`src/rtl/dit_pkg.sv`:
```
package dit_pkg;

   typedef enum logic [2:0] {
      ST_IDLE,
      ST_SLAVE,
      ST_ACK,
      ST_WRX,
      ST_RTX,
      ST_MACK,
      ST_SKIP
   } dit_state_e;

   typedef enum logic [1:0] {
      PH_IDX_HI,
      PH_IDX_LO,
      PH_DATA
   } dit_phase_e;

   typedef enum logic {
      ID_MEM,
      ID_CTL
   } dit_ident_e;

endpackage

```
`src/rtl/i2c_line_sync.sv`:
```
module i2c_line_sync #(
   parameter int STAGES = 2
) (
   input  logic clk,
   input  logic rst_n,
   input  logic d,
   output logic q
);

   if (STAGES < 1) begin : g_bad_stages
      $error("i2c_line_sync: STAGES must be at least 1");
   end

   logic [STAGES-1:0] ff;

   if (STAGES == 1) begin : g_one
      always_ff @(posedge clk or negedge rst_n) begin
         if (!rst_n) ff <= '1;
         else        ff <= d;
      end
   end else begin : g_chain
      always_ff @(posedge clk or negedge rst_n) begin
         if (!rst_n) ff <= '1;
         else        ff <= {ff[STAGES-2:0], d};
      end
   end

   assign q = ff[STAGES-1];

endmodule

```
`src/rtl/i2c_bus_events.sv`:
```
module i2c_bus_events (
   input  logic clk,
   input  logic rst_n,
   input  logic scl,
   input  logic sda,
   output logic scl_rise,
   output logic scl_fall,
   output logic start_ev,
   output logic stop_ev
);

   logic scl_d;
   logic sda_d;

   always_ff @(posedge clk or negedge rst_n) begin
      if (!rst_n) begin
         scl_d <= 1'b1;
         sda_d <= 1'b1;
      end else begin
         scl_d <= scl;
         sda_d <= sda;
      end
   end

   assign scl_rise = scl & ~scl_d;
   assign scl_fall = ~scl & scl_d;
   assign start_ev = scl & scl_d & sda_d & ~sda;
   assign stop_ev  = scl & scl_d & ~sda_d & sda;

endmodule

```
`src/rtl/i2c_addr_ptr.sv`:
```
module i2c_addr_ptr #(
   parameter int W = 17
) (
   input  logic         clk,
   input  logic         rst_n,
   input  logic         set_en,
   input  logic [W-1:0] set_val,
   input  logic         inc,
   output logic [W-1:0] q
);

   if (W < 1) begin : g_bad_w
      $error("i2c_addr_ptr: W must be at least 1");
   end

   always_ff @(posedge clk or negedge rst_n) begin
      if (!rst_n)      q <= '0;
      else if (set_en) q <= set_val;
      else if (inc)    q <= q + 1'b1;
   end


   ptr_wrap_chk: assert property (@(posedge clk) disable iff (!rst_n)
      (inc && !set_en && (q == {W{1'b1}})) |=> (q == '0));

endmodule

```
`src/rtl/dual_id_i2c_target.sv`:
```
module dual_id_i2c_target
   import dit_pkg::*;
#(
   parameter int         MEM_AW      = 17,
   parameter int         DW          = 8,
   parameter int         CREG_AW     = 4,
   parameter int         SYNC_STAGES = 2,
   parameter logic [3:0] MEM_ID      = 4'b1010,
   parameter logic [3:0] CTL_ID      = 4'b0011
) (
   input  logic               clk,
   input  logic               rst_n,
   input  logic               scl_i,
   input  logic               sda_i,
   output logic               sda_oe,
   input  logic [1:0]         dev_sel,
   output logic [MEM_AW-1:0]  mem_addr,
   output logic [DW-1:0]      mem_wdata,
   output logic               mem_we,
   output logic               mem_re,
   input  logic [DW-1:0]      mem_rdata,
   output logic [CREG_AW-1:0] reg_addr,
   output logic [DW-1:0]      reg_wdata,
   output logic               reg_we,
   output logic               reg_re,
   input  logic [DW-1:0]      reg_rdata
);

   localparam int BIT_CW = $clog2(DW + 1);
   localparam logic [BIT_CW-1:0] FULL_CNT = BIT_CW'(DW);

   if (DW != 8) begin : g_bad_dw
      $error("dual_id_i2c_target: DW must be 8");
   end
   if (MEM_AW != 2 * DW + 1) begin : g_bad_aw
      $error("dual_id_i2c_target: MEM_AW must equal two bytes plus one");
   end
   if (CREG_AW < 1 || CREG_AW > DW) begin : g_bad_creg
      $error("dual_id_i2c_target: CREG_AW out of range");
   end
   if (MEM_ID == CTL_ID) begin : g_bad_id
      $error("dual_id_i2c_target: identities must differ");
   end

   logic scl_s, sda_s;
   logic scl_rise, scl_fall, start_ev, stop_ev;

   i2c_line_sync #(.STAGES(SYNC_STAGES)) u_scl_sync (
      .clk(clk), .rst_n(rst_n), .d(scl_i), .q(scl_s));
   i2c_line_sync #(.STAGES(SYNC_STAGES)) u_sda_sync (
      .clk(clk), .rst_n(rst_n), .d(sda_i), .q(sda_s));

   i2c_bus_events u_events (
      .clk(clk), .rst_n(rst_n), .scl(scl_s), .sda(sda_s),
      .scl_rise(scl_rise), .scl_fall(scl_fall),
      .start_ev(start_ev), .stop_ev(stop_ev));

   dit_state_e        state;
   dit_phase_e        phase;
   dit_ident_e        ident;
   logic              rw;
   logic [BIT_CW-1:0] bitcnt;
   logic [DW-1:0]     rx_sh;
   logic [DW-1:0]     tx_sh;
   logic              mack;
   logic              fetch_pend;
   logic              re_d;

   logic slave_done, wr_done, rd_done;
   logic hit_mem, hit_ctl, hit_any;

   assign slave_done = (state == ST_SLAVE) && scl_fall && (bitcnt == FULL_CNT);
   assign wr_done    = (state == ST_WRX)   && scl_fall && (bitcnt == FULL_CNT);
   assign rd_done    = (state == ST_RTX)   && scl_fall && (bitcnt == FULL_CNT);

   assign hit_mem = (rx_sh[7:4] == MEM_ID) && (rx_sh[3:2] == dev_sel);
   assign hit_ctl = (rx_sh[7:4] == CTL_ID) && (rx_sh[3:2] == dev_sel);
   assign hit_any = hit_mem | hit_ctl;

   logic              mptr_set, mptr_inc;
   logic [MEM_AW-1:0] mptr_val, mptr_q;
   logic              cptr_set, cptr_inc;
   logic [CREG_AW-1:0] cptr_val, cptr_q;

   always_comb begin
      mptr_set = 1'b0;
      mptr_val = mptr_q;
      if (!start_ev && !stop_ev) begin
         if (slave_done && hit_mem) begin
            mptr_set = 1'b1;
            mptr_val = {rx_sh[1], mptr_q[MEM_AW-2:0]};
         end else if (wr_done && ident == ID_MEM && phase == PH_IDX_HI) begin
            mptr_set = 1'b1;
            mptr_val = {mptr_q[MEM_AW-1], rx_sh, mptr_q[DW-1:0]};
         end else if (wr_done && ident == ID_MEM && phase == PH_IDX_LO) begin
            mptr_set = 1'b1;
            mptr_val = {mptr_q[MEM_AW-1:DW], rx_sh};
         end
      end
   end

   assign mptr_inc = mem_we | (rd_done && ident == ID_MEM && !start_ev && !stop_ev);

   assign cptr_set = wr_done && ident == ID_CTL && phase == PH_IDX_HI
                     && !start_ev && !stop_ev;
   assign cptr_val = rx_sh[CREG_AW-1:0];
   assign cptr_inc = reg_we | (rd_done && ident == ID_CTL && !start_ev && !stop_ev);

   i2c_addr_ptr #(.W(MEM_AW)) u_mem_ptr (
      .clk(clk), .rst_n(rst_n), .set_en(mptr_set), .set_val(mptr_val),
      .inc(mptr_inc), .q(mptr_q));

   i2c_addr_ptr #(.W(CREG_AW)) u_reg_ptr (
      .clk(clk), .rst_n(rst_n), .set_en(cptr_set), .set_val(cptr_val),
      .inc(cptr_inc), .q(cptr_q));

   assign mem_addr = mptr_q;
   assign reg_addr = cptr_q;

   always_ff @(posedge clk or negedge rst_n) begin
      if (!rst_n) begin
         state      <= ST_IDLE;
         phase      <= PH_IDX_HI;
         ident      <= ID_MEM;
         rw         <= 1'b0;
         bitcnt     <= '0;
         rx_sh      <= '0;
         tx_sh      <= '0;
         mack       <= 1'b0;
         fetch_pend <= 1'b0;
         re_d       <= 1'b0;
         sda_oe     <= 1'b0;
         mem_we     <= 1'b0;
         mem_re     <= 1'b0;
         reg_we     <= 1'b0;
         reg_re     <= 1'b0;
         mem_wdata  <= '0;
         reg_wdata  <= '0;
      end else begin
         mem_we <= 1'b0;
         reg_we <= 1'b0;
         mem_re <= 1'b0;
         reg_re <= 1'b0;
         re_d   <= mem_re | reg_re;
         if (re_d) tx_sh <= (ident == ID_MEM) ? mem_rdata : reg_rdata;
         if (fetch_pend) begin
            fetch_pend <= 1'b0;
            if (ident == ID_MEM) mem_re <= 1'b1;
            else                 reg_re <= 1'b1;
         end

         if (start_ev) begin
            state      <= ST_SLAVE;
            bitcnt     <= '0;
            sda_oe     <= 1'b0;
            fetch_pend <= 1'b0;
         end else if (stop_ev) begin
            state      <= ST_IDLE;
            sda_oe     <= 1'b0;
            fetch_pend <= 1'b0;
         end else begin
            unique case (state)
               ST_IDLE, ST_SKIP: ;
               ST_SLAVE: begin
                  if (scl_rise && bitcnt != FULL_CNT) begin
                     rx_sh  <= {rx_sh[DW-2:0], sda_s};
                     bitcnt <= bitcnt + 1'b1;
                  end
                  if (slave_done) begin
                     if (hit_any) begin
                        ident  <= hit_mem ? ID_MEM : ID_CTL;
                        rw     <= rx_sh[0];
                        phase  <= PH_IDX_HI;
                        sda_oe <= 1'b1;
                        state  <= ST_ACK;
                        if (rx_sh[0]) begin
                           if (hit_mem) mem_re <= 1'b1;
                           else         reg_re <= 1'b1;
                        end
                     end else begin
                        state <= ST_SKIP;
                     end
                  end
               end
               ST_ACK: begin
                  if (scl_fall) begin
                     bitcnt <= '0;
                     if (rw) begin
                        sda_oe <= ~tx_sh[DW-1];
                        tx_sh  <= {tx_sh[DW-2:0], 1'b0};
                        state  <= ST_RTX;
                     end else begin
                        sda_oe <= 1'b0;
                        state  <= ST_WRX;
                     end
                  end
               end
               ST_WRX: begin
                  if (scl_rise && bitcnt != FULL_CNT) begin
                     rx_sh  <= {rx_sh[DW-2:0], sda_s};
                     bitcnt <= bitcnt + 1'b1;
                  end
                  if (wr_done) begin
                     sda_oe <= 1'b1;
                     state  <= ST_ACK;
                     unique case (phase)
                        PH_IDX_HI: phase <= (ident == ID_MEM) ? PH_IDX_LO : PH_DATA;
                        PH_IDX_LO: phase <= PH_DATA;
                        default: begin
                           if (ident == ID_MEM) begin
                              mem_we    <= 1'b1;
                              mem_wdata <= rx_sh;
                           end else begin
                              reg_we    <= 1'b1;
                              reg_wdata <= rx_sh;
                           end
                        end
                     endcase
                  end
               end
               ST_RTX: begin
                  if (scl_rise && bitcnt != FULL_CNT) bitcnt <= bitcnt + 1'b1;
                  if (scl_fall) begin
                     if (bitcnt == FULL_CNT) begin
                        sda_oe     <= 1'b0;
                        state      <= ST_MACK;
                        fetch_pend <= 1'b1;
                     end else begin
                        sda_oe <= ~tx_sh[DW-1];
                        tx_sh  <= {tx_sh[DW-2:0], 1'b0};
                     end
                  end
               end
               ST_MACK: begin
                  if (scl_rise) mack <= ~sda_s;
                  if (scl_fall) begin
                     bitcnt <= '0;
                     if (mack) begin
                        sda_oe <= ~tx_sh[DW-1];
                        tx_sh  <= {tx_sh[DW-2:0], 1'b0};
                        state  <= ST_RTX;
                     end else begin
                        sda_oe <= 1'b0;
                        state  <= ST_SKIP;
                     end
                  end
               end
               default: state <= ST_IDLE;
            endcase
         end
      end
   end


   sda_change_low_chk: assert property (@(posedge clk) disable iff (!rst_n)
      $rose(sda_oe) |-> !scl_s);


   skip_quiet_chk: assert property (@(posedge clk) disable iff (!rst_n)
      (state == ST_SKIP) |-> (!sda_oe && !mem_we && !reg_we));


   mack_release_chk: assert property (@(posedge clk) disable iff (!rst_n)
      (state == ST_MACK) |-> !sda_oe);


   mem_re_pulse_chk: assert property (@(posedge clk) disable iff (!rst_n)
      mem_re |=> !mem_re);


   reg_re_pulse_chk: assert property (@(posedge clk) disable iff (!rst_n)
      reg_re |=> !reg_re);


   mem_we_step_chk: assert property (@(posedge clk) disable iff (!rst_n)
      mem_we |=> (mem_addr == MEM_AW'($past(mem_addr) + 1'b1)));

endmodule

```
`config.mk`:
```
export PLATFORM = sky130hd
export DESIGN_NAME = dual_id_i2c_target
export DESIGN_NICKNAME = d
export VERILOG_FILES = /design/src/rtl/dit_pkg.sv /design/src/rtl/i2c_line_sync.sv /design/src/rtl/i2c_bus_events.sv /design/src/rtl/i2c_addr_ptr.sv /design/src/rtl/dual_id_i2c_target.sv
export SDC_FILE = /design/constraint.sdc
export NUM_CORES = 1
export LEC_CHECK = 0
export BUFFER_PORTS_ARGS = -buffer_cell sky130_fd_sc_hd__buf_2
export CORE_ASPECT_RATIO = 1.5
export CORE_MARGIN = 2
export CORE_UTILIZATION = 64
export CTS_BUF_LIST = sky130_fd_sc_hd__clkbuf_8
export CTS_CLUSTER_SIZE = 20
export DETAILED_ROUTE_END_ITERATION = 7
export GPL_TIMING_DRIVEN = 0
export PLACE_DENSITY = 0.95
export SLEW_MARGIN = 10
export SYNTH_ARGS = -nofsm -noshare
export SYNTH_HDL_FRONTEND = slang
export SYNTH_HIERARCHICAL = 1
export SYNTH_SLANG_ARGS = --single-unit
```
`constraint.sdc`:
```
create_clock -name clk -period 8.5 [get_ports clk]
set_clock_uncertainty 0.15 [all_clocks]
set_input_delay 2.55 -clock clk [delete_from_list [all_inputs] [get_ports clk]]
set_output_delay 2.55 -clock clk [all_outputs]
set_load 0.05 [all_outputs]
```
==> impl_results.md, run 1 <==
- Outcome: finished, final reports clean
- Max_slew headroom: 28.8%
- Worst path cell trace: buf_2, xnor2_1, and3_1, nand4_1, nand2_1, buf_6, clkbuf_1, nand2_1, o21ai_1
- Number of setup buffers added after CTS: 0
- WHS Path Cells: 0
- Max-slew violations: 0
- CTS sink cnt: 78
- PD cells: 206 nW/um^2
- Gp weighted congestion: 0.917
- Die area: 7420 sq um
- Worst path most repeated cell: nand2_1
- RSZ-0062 raised after global routing: no
- Sequential element share of the synthesized area: 45.4%
- Worst setup SP type: input port
- Initial antenna violation count: 0
- Number of synthesized flops with an enable pin: 0
- DRC: 0
- First-pass GRT wire length: 17.1 mm
- Number of DRC markers in iteration 0: 361
- CP Max Fanout: 10
- Most frequent cells in the layout: dfrtp_1 (72), buf_2 (66), mux2_2 (49), nand2_1 (31), nor2_1 (17)
- M3 GR Usage: 6.10%
- Worst path slowest cell: clkbuf_1
- GRT Overall Usage: 29.4%
- Synth-to-layout area growth: 14.3%
- Crit end category: register
- Netlist cell types: 67
- Critical path class: input port to register
- Worst EP required: 8.62 ns
- Mean post-synth cell area: 10.6 sq um
- Largest net degree at the start of global routing: 48
- Routed WL: 10.5 mm
- Worst endpoint data arrival time: 4.26 ns
- Worst-margin pin slew: 1.05 ns
- # fillers: 436
- Synth Flop Type: dfrtp_1
- Met2 Track Usage GR: 49.7%
- Final nets: 506
- Share of cells above drive strength 1: 31.1%
- Initial Util: 66.0%
- Core area: 6530 sq um
- CTS tree: yes
- CP top delay family: simple AND/OR/NAND/NOR gates
- Post-Syn Instances: 405
- Footprint of the multi-input gates: 2200 sq um
- Final setup fails: 0
- Fmax: 242 MHz
- Via Count: 3,622
- Die X: 71.0 um
- Final min period: 4.13 ns
- DR WL/cell: 18.7 um
- CTS H-tree lvls: 3
- Setup TNS: 0 ns
- Leak: 0.00244 uW
- Min-delay worst type: register to register
- Vias in the first global route: 3,648
- Antenna viol nets, final: 0
- Depth of the worst register-to-register path: 11
- Overall power: 1020 uW
- Post-CTS resize count: 0
- Layout Cells excl Fill: 561
- Final worst-path cycle share: 48.6%
- Std-Cell Rows: 36
- Global Route met1 Usage: 33.8%
- Final Hold Slack: 0.217 ns
- Post-DR vias/cell: 6.46
- Peak supply drop: 0.000140 V
- Final Hold Fails: 0
- Warnings, synthesis: 6
- Commonest non-fill, non-tap cell in the layout: dfrtp_1
- Buffers from clock root to sink, at most: 2
- Crit path depth: 9
- Syn nets: 431
- Ant diodes: 0
- Cell total after placement: 545
- Worst-skew pair later-pin latency: 0.35 ns
- Most used routing layer: met2
- WP buf/inv: 3
- FF/Latch Area: 1960 sq um
- Remaining global-route overflow: 0
- Die Y: 105 um
- I/O Pins: 64
- Max-Cap Viols: 0
- Crit path largest cell delay: 0.39 ns
- Seq cells post-synth: 78
- TritonRoute pass-1 iters: 5
- Number of hold-repair buffers added at the cts stage: 0
- TritonCTS buffer count: 9
- PortBufs: 63
- Root buf cell: clkbuf_8
- Mapped cell area: 4310 sq um
- CTS clock-pin slew for the worst setup and hold paths: 0.08 ns
- HPWL after DPL: 7.47 mm
- Asr flop ratio synth: 100%
[cells by family after synthesis]
logic type | after synthesis | synth area share [%]
AO/OA/AOI/OAI | 71 | 11.1
XOR/XNOR | 19 | 3.86
adder cells (fa/ha/maj) | 4 | 1.16
buffers and inverters | 32 | 3.54
flip-flops | 78 | 45.4
multiplexers | 63 | 16.1
AND/OR/NAND/NOR | 138 | 18.9
[power breakdown]
group | switching (uW) | total, uW | internal (uW)
sequential | 55.4 | 466 | 411
clock | 131 | 261 | 130
combinational | 171 | 289 | 118
total | 357 | 1020 | 658
[registers in the layout (all words and copies together) (netlist names), 2 cells and up]
signal / flops
u_reg_ptr/q: 4
reg_wdata: 8
bitcnt: 4
u_sda_sync/ff: 2
u_mem_ptr/q: 17
u_scl_sync/ff: 2
tx_sh: 8
phase: 2
state: 3
mem_wdata: 8
rx_sh: 8
[area by class of cell]
type / count / area share [%]
Sequential cell: 78 / 39.7
Inverter: 8 / 0.609
Tap cell: 76 / 1.93
Buffer: 24 / 2.49
Clock inverter: 7 / 1.09
Clock buffer: 9 / 2.51
Multi-Input combinational cell: 295 / 44.6
Timing Repair Buffer: 64 / 7.01
[cells in the mapped netlist (all sizes together) (3+ instances only)]
library cell | instances | area [sq um]
a21o | 3 | 22.5
a21oi | 13 | 65.1
a311oi | 3 | 26.3
a31oi | 3 | 18.8
and3 | 7 | 43.8
and4 | 4 | 37.5
buf | 8 | 61.3
clkbuf | 16 | 61.3
dfrtp | 72 | 1800
dfstp | 6 | 158
ha | 4 | 50.1
inv | 8 | 30.0
mux2 | 50 | 563
mux2i | 13 | 130
nand2 | 32 | 123
nand2b | 4 | 25.0
nand3 | 15 | 97.6
nand3b | 6 | 48.8
nand4 | 12 | 81.3
nor2 | 17 | 63.8
nor2b | 10 | 62.6
nor3 | 6 | 41.3
nor4 | 6 | 37.5
o21ai | 21 | 105
o31ai | 5 | 37.5
xnor2 | 8 | 70.1
xor2 | 11 | 96.3
[routing by layer]
layer | share of wire [%] | vias to the layer above | routed length, um
met3 | 7.0 | 60 | 736
met5 | 0 | - | 0
met2 | 51 | 212 | 5350
met4 | 5.3 | 0 | 554
li1 | - | 1629 | -
met1 | 37 | 1721 | 3850
[path summary, 6_finish.rpt]
| check | startpoint | to | slack, ns |
|---|---|---|---|
| worst max-delay path | dev_sel[0] | u_mem_ptr/q[10] | 4.37 |
| worst min-delay path | u_sda_sync/ff[0] | u_sda_sync/ff[1] | 0.22 |
| worst max register to register | u_sda_sync/ff[1] | u_mem_ptr/q[15] | 4.77 |
| worst min register to register | u_sda_sync/ff[0] | u_sda_sync/ff[1] | 0.22 |
| max in group asynchronous | rst_n | u_sda_sync/ff[1] | 5.59 |
| min in group asynchronous | rst_n | rx_sh[7] | 2.00 |
[through the flow]
| step | area, sq um | utilization [%] | worst slack [ns] |
|---|---|---|---|
| floorplan | 4310 | - | 4.52 |
| global route | 4930 | 75.5 | 4.23 |
| global placement | 4720 | 72.3 | 4.14 |
| detailed placement | 4750 | 72.8 | 4.04 |
| CTS | 4930 | 75.5 | 4.43 |
| finish | 4930 | 75.5 | 4.37 |
Power figures use the tool's default switching activity.
==> run 2, diff against run 1 <==
--- a/config.mk
+++ b/config.mk
@@ -8,12 +8,12 @@
 export BUFFER_PORTS_ARGS = -buffer_cell sky130_fd_sc_hd__buf_2
 export CORE_ASPECT_RATIO = 1.5
 export CORE_MARGIN = 2
-export CORE_UTILIZATION = 64
+export CORE_UTILIZATION = 59
 export CTS_BUF_LIST = sky130_fd_sc_hd__clkbuf_8
 export CTS_CLUSTER_SIZE = 20
 export DETAILED_ROUTE_END_ITERATION = 7
 export GPL_TIMING_DRIVEN = 0
-export PLACE_DENSITY = 0.95
+export PLACE_DENSITY = 0.91
 export SLEW_MARGIN = 10
 export SYNTH_ARGS = -nofsm -noshare
 export SYNTH_HDL_FRONTEND = slang
==> constraint.sdc (replaced) <==
create_clock -name clk -period 4.2 [get_ports clk]
set_clock_uncertainty 0.15 [all_clocks]
set_input_delay 1.26 -clock clk [delete_from_list [all_inputs] [get_ports clk]]
set_output_delay 1.26 -clock clk [all_outputs]
set_load 0.05 [all_outputs]
==> run 2 against run 1 <==
Compared with the run above:
- power grew 100%
- worst hold slack worse by 0.0096 ns
- combinational power rose by 100%
- first-iteration DRC count is the same
- final area up 0.66%
- die area increased by 8.1%
- critical path depth rose by 2
- clock power increased by 95%
- utilization shrank 6.4 points
- clock-buffer cell count up 3
- critical path type is now register to register
- critical endpoint is now u_mem_ptr/q[15]
==> impl_results.md, run 2 (synthesis gave the netlist of run 1 again) <==
- Worst setup SP type: register
- DRC: 0 (unchanged)
- Wl on met1: 3.81 mm (-0.99%)
- TritonRoute pass-1 iters: 5 (unchanged)
- Largest net degree at the start of global routing: 49 (+2.1%)
- Routed WL: 10.2 mm (-2.9%)
- # fillers: 509 (+17%)
- PortBufs: 63 (unchanged)
- Fmax: 273 MHz
- Most frequent cells in the layout: dfrtp_1 (72), buf_2 (66), mux2_2 (49), nand2_1 (31), nor2_1 (17)
- WL met2: 5.41 mm (+1.2%)
- FF-to-FF Start: u_sda_sync/ff[1]
- Biggest register: u_mem_ptr/q
- Initial Util: 60.1% (-6.0 points)
- CTS clock-pin slew for the worst setup and hold paths: 0.08 ns (about the same)
- Worst EP required: 4.30 ns (-4.32 ns)
- Commonest non-fill, non-tap cell in the layout: dfrtp_1
- Post-CTS resize count: 0 (unchanged)
- PD cells: 409 nW/um^2 (+98%)
- TritonCTS buffer count: 9 (unchanged)
- Root buf cell: clkbuf_8
- HPWL after DPL: 7.19 mm (-3.7%)
- Final nets: 506 (unchanged)
- Crit end category: register
- Outcome: finished, final reports clean
- Worst endpoint data arrival time: 3.76 ns (-0.50 ns)
- Post-DR vias/cell: 6.15 (-4.8%)
- Worst-margin pin slew: 1.06 ns (+0.00498 ns)
- Gp weighted congestion: 0.920 (+0.27%)
- Via Count: 3,597 (-0.69%)
- Number of hold-repair buffers added at the cts stage: 0 (unchanged)
- Ant diodes: 0 (unchanged)
- Std-Cell Rows: 38 (+5.6%)
- Final setup fails: 0 (unchanged)
- Final worst-path cycle share: 87.2%
- Max reg flops: 17 (unchanged)
- Max-slew violations: 0 (unchanged)
- Worst min-delay path startpoint: u_sda_sync/ff[0]
- Buffers from clock root to sink, at most: 2 (unchanged)
- I/O Pins: 64 (unchanged)
- R2r setup slk: 0.54 ns (-4.23 ns)
- CP Max Fanout: 10 (unchanged)
- Final min period: 3.66 ns
- Die area: 8020 sq um (+8.1%)
- Die X: 73.8 um (+3.9%)
- Max-Cap Viols: 0 (unchanged)
- Min-delay worst type: register to register
- Leak: 0.00243 uW (about the same)
- Final Cell Area: 4960 sq um (+0.66%)
- WL met3: 623 um (-15%)
- Setup TNS: 0 ns (unchanged)
- Remaining global-route overflow: 0 (unchanged)
- DR WL/cell: 17.4 um (-6.8%)
- Number of DRC markers in iteration 0: 361 (unchanged)
- Critical path class: register to register
- CTS H-tree lvls: 3 (unchanged)
- RSZ-0062 raised after global routing: no
- Max layer used: met4
- Share of cells above drive strength 1: 31.3% (+0.21 points)
- CTS tree: yes
- GRT Overall Usage: 26.8% (-2.5 points)
- Worst-skew pair later-pin latency: 0.35 ns (about the same)
- Placed instance area: 4780 sq um (+0.63%)
- Max_slew headroom: 28.5% (-0.34 points)
- Setup crit start: u_sda_sync/ff[1]
- Antenna viol nets, final: 0 (unchanged)
- Final Hold Fails: 0 (unchanged)
- CTS sink cnt: 78 (unchanged)
- Synth-to-layout area growth: 15.1%
- Die Y: 109 um (+4.0%)
- Initial antenna violation count: 0 (unchanged)
- Core area: 7180 sq um (+9.9%)
- Number of setup buffers added after CTS: 0 (unchanged)
- Vias in the first global route: 3,465 (-5.0%)
- First-pass GRT wire length: 16.4 mm (-3.8%)
- Peak supply drop: 0.000257 V (+84%)
## run 2: cell types whose count changed in the layout (fill, tap and decap cells not counted)
cell and change:
inv_1 -1, clkinv_2 -1, clkbuf_8 +3, bufinv_16 -1
## run 2: worst max-delay path, stage by stage (launching register included)
cell and delay, ns:
dfstp_2 0.56, and4b_1 0.18, buf_2 0.17, or3b_1 0.35, buf_2 0.17, nor4_1 0.58, a21o_1 0.34, and4_1 0.24
buf_6 0.14, nand3_4 0.08, o31a_1 0.30, o31a_1 0.27
## run 2: final timing paths
path | to | cells past startpoint
setup reg to reg | u_mem_ptr/q[15] | 11
max in group asynchronous | u_events/scl_d | 2
hold / removal | u_sda_sync/ff[1] | 0
setup / recovery | u_mem_ptr/q[15] | 11
hold reg to reg | u_sda_sync/ff[1] | 0
min in group asynchronous | u_mem_ptr/q[9] | 1
## run 2: layer usage
layer	GRT usage (%)	up-vias
li1	-	1635
met1	31.7	1754
met2	46.0	167
met3	5.08	41
met4	13.1	0
met5	0	-
## run 2: through the flow
stage / hold slack, ns / power, uW / setup slack [ns] / std cells / util [%]
2_1_floorplan: 0.195 / 1350 / 1.01 / 405 / -
3_5_place_dp: 0.198 / 1520 / 0.571 / 569 / 66.6
6_report: 0.208 / 2030 / 0.536 / 585 / 69.1
5_1_grt: 0.213 / 2140 / 0.380 / 585 / 69.1
4_1_cts: 0.208 / 2030 / 0.522 / 585 / 69.1
3_3_place_gp: 0.196 / 1490 / 0.588 / 568 / 66.2
## run 2: final cells by class
class | count | area [sq um] | area share (%)
multi-input cells | 295 | 2200 | 44.3
plain buffers | 24 | 123 | 2.47
flip-flops and latches | 78 | 1960 | 39.5
clock buffers | 12 | 165 | 3.33
inverters | 8 | 30.0 | 0.605
clock inverters | 4 | 15.0 | 0.303
repair buffers | 64 | 345 | 6.96
well taps | 100 | 125 | 2.52
## run 2: report_power, final
part	total, uW	internal (uW)	switching [uW]
sequential	942	831	111
combinational	577	238	340
clock	508	255	253
==> run 3, diff against run 2 <==
--- a/config.mk
+++ b/config.mk
@@ -6,7 +6,6 @@
 export NUM_CORES = 1
 export LEC_CHECK = 0
 export BUFFER_PORTS_ARGS = -buffer_cell sky130_fd_sc_hd__buf_2
-export CORE_ASPECT_RATIO = 1.5
 export CORE_MARGIN = 2
 export CORE_UTILIZATION = 59
 export CTS_BUF_LIST = sky130_fd_sc_hd__clkbuf_8
==> run 3 against run 2 <==
Compared with the run above:
- clock-buffer cell count is 3 lower
- sequential power hardly changed
- sequential cell count stayed put
- critical path type unchanged
==> impl_results.md, run 3 (synthesis gave the netlist of run 1 again) <==
- Final Cell Area: 4970 sq um (about the same)
- HPWL after DPL: 7.19 mm (about the same)
- Biggest register: u_mem_ptr/q
- Most frequent cells in the layout: dfrtp_1 (72), buf_2 (66), mux2_2 (49), nand2_1 (31), nor2_1 (17)
- Post-DR vias/cell: 6.08 (-1.1%)
- Max-Cap Viols: 0 (unchanged)
- Initial Util: 60.1% (about the same)
- CTS H-tree lvls: 3 (unchanged)
- Die X: 89.5 um (+21%)
- Die area: 8010 sq um (-0.18%)
- RSZ-0062 raised after global routing: no
- Max reg flops: 17 (unchanged)
- PD cells: 416 nW/um^2 (+1.9%)
- PortBufs: 63 (unchanged)
- Placed instance area: 4780 sq um (about the same)
- Sequential Power Share: 45.4% (-1.1 points)
- Via Count: 3,551 (-1.3%)
- WP buf/inv: 3 (unchanged)
- Setup TNS: 0 ns (unchanged)
- Core area: 7180 sq um (about the same)
- Buffers from clock root to sink, at most: 2 (unchanged)
- Crit path largest cell delay: 0.61 ns (+0.03 ns)
- Worst path cell trace: and4b_1, buf_2, or3b_1, buf_2, nor4_1, a21o_1, and4_1, buf_6, nand3_4, o31a_1, o31a_1
- # fillers: 570 (+12%)
- Die Y: 89.5 um (-18%)
- Layout Cells excl Fill: 584 (-0.17%)
- Number of hold-repair buffers added at the cts stage: 0 (unchanged)
- Leak: 0.00242 uW (-0.77%)
- Sw frac: 37.4% (+2.7 points)
- First-pass GRT wire length: 16.2 mm (-1.2%)
- CTS tree: yes
- Min-delay worst type: register to register
- Max-slew violations: 0 (unchanged)
- Worst-skew pair later-pin latency: 0.36 ns (about the same)
- Commonest non-fill, non-tap cell in the layout: dfrtp_1
- Initial antenna violation count: 0 (unchanged)
- Final worst-path cycle share: 89.5% (+2.3 points)
- Comb pwr share: 28.2% (-0.3 points)
- Remaining global-route overflow: 0 (unchanged)
- Vias in the first global route: 3,318 (-4.2%)
- Worst EP required: 4.30 ns (about the same)
- Final min period: 3.76 ns (+0.0946 ns)
- Number of DRC markers in iteration 0: 242 (-33%)
- Antenna viol nets, final: 0 (unchanged)
- Share of cells above drive strength 1: 32.2% (+0.82 points)
- Final setup fails: 0 (unchanged)
- Final Hold Fails: 0 (unchanged)
- Largest net degree at the start of global routing: 57 (+16%)
- Fmax: 266 MHz (-2.5%)
- DR WL/cell: 17.6 um (+0.95%)
- Post-CTS resize count: 0 (unchanged)
- CTS sink cnt: 78 (unchanged)
- Worst path slowest cell: nor4_1
- Clock power share: 26.3% (+1.2 points)
- Std-Cell Rows: 31 (-18%)
- Root buf cell: clkbuf_8
- Worst-margin pin slew: 1.03 ns (-0.0264 ns)
- Cell total after placement: 568 (-0.18%)
- Ant diodes: 0 (unchanged)
- CP Max Fanout: 10 (unchanged)
- Peak supply drop: 0.000221 V (-14%)
- Max_slew headroom: 30.3% (+1.8 points)
- CTS clock-pin slew for the worst setup and hold paths: 0.09 ns (about the same)
- CP top delay family: simple AND/OR/NAND/NOR gates
- Routed WL: 10.3 mm (+0.77%)
- Pre-CTS setup slack: 0.457 ns (-0.113 ns)
- Switching power: 773 uW (+10%)
- Critical path class: register to register
- Synth-to-layout area growth: 15.2% (about the same)
- Worst setup SP type: register
- I/O Pins: 64 (unchanged)
- Number of setup buffers added after CTS: 0 (unchanged)
- Crit end category: register
- TritonRoute pass-1 iters: 5 (unchanged)
- Gp weighted congestion: 0.926 (+0.66%)
- DRC: 0 (unchanged)
- Final Hold Slack: 0.201 ns (-0.00639 ns)
- Outcome: finished, final reports clean
- TritonCTS buffer count: 9 (unchanged)
- Pint: 1290 uW (-2.3%)
- Final nets: 506 (unchanged)
- Worst endpoint data arrival time: 3.86 ns (+0.10 ns)
- GRT Overall Usage: 26.7% (-0.20 points)
- Setup ws final: 0.442 ns (-0.0946 ns)
[run 3: cell type report]
| class | instances | area, sq um | share of cell area [%] |
|---|---|---|---|
| Inverter | 8 | 30.0 | 0.605 |
| Tap cell | 99 | 124 | 2.49 |
| Clock buffer | 9 | 124 | 2.49 |
| Clock inverter | 7 | 61.3 | 1.23 |
| Sequential cell | 78 | 1960 | 39.5 |
| Multi-Input combinational cell | 295 | 2200 | 44.3 |
| Timing Repair Buffer | 64 | 345 | 6.95 |
| Buffer | 24 | 123 | 2.47 |
[run 3: stage by stage]
step	utilization, %	power (uW)
4_1_cts	69.2	2060
3_3_place_gp	66.2	1490
5_1_grt	69.2	2170
3_5_place_dp	66.6	1520
6_report	69.2	2070
2_1_floorplan	-	1350
[run 3: worst reg2reg max path, stage by stage (launching register included)]
cell and delay, ns:
dfstp_2 0.58, and4b_1 0.20, buf_2 0.17, or3b_1 0.36, buf_2 0.18, nor4_1 0.61
a21o_1 0.34, and4_1 0.26, buf_6 0.15, nand3_4 0.07, o31a_1 0.31, o31a_1 0.27
[run 3: path summary, 6_finish.rpt]
kind	start	end	slack, ns	cells after the start
setup / recovery	u_sda_sync/ff[1]	u_mem_ptr/q[15]	0.44	11
hold / removal	u_sda_sync/ff[0]	u_sda_sync/ff[1]	0.20	0
setup reg to reg	u_sda_sync/ff[1]	u_mem_ptr/q[15]	0.44	11
hold reg to reg	u_sda_sync/ff[0]	u_sda_sync/ff[1]	0.20	0
max in group asynchronous	rst_n	u_events/sda_d	2.64	2
min in group asynchronous	rst_n	bitcnt[0]	0.63	1
[run 3: per-layer routing]
layer	vias to the layer above	routed length, um	GRT usage (%)	part of all wire (%)
li1	1636	-	-	-
met1	1734	4220	34.3	41
met2	156	5180	45.6	50
met3	25	710	5.17	6.9
met4	0	164	8.28	1.6
met5	-	0	0	0
[run 3: power by group through the flow]
stage / Sequential [uW] / Clock, uW / Combinational [uW]
6_report: 940 / 544 / 584
2_1_floorplan: 936 / 0 / 414
3_3_place_gp: 945 / 0 / 550
3_5_place_dp: 952 / 0 / 571
4_1_cts: 937 / 550 / 574
5_1_grt: 951 / 581 / 642
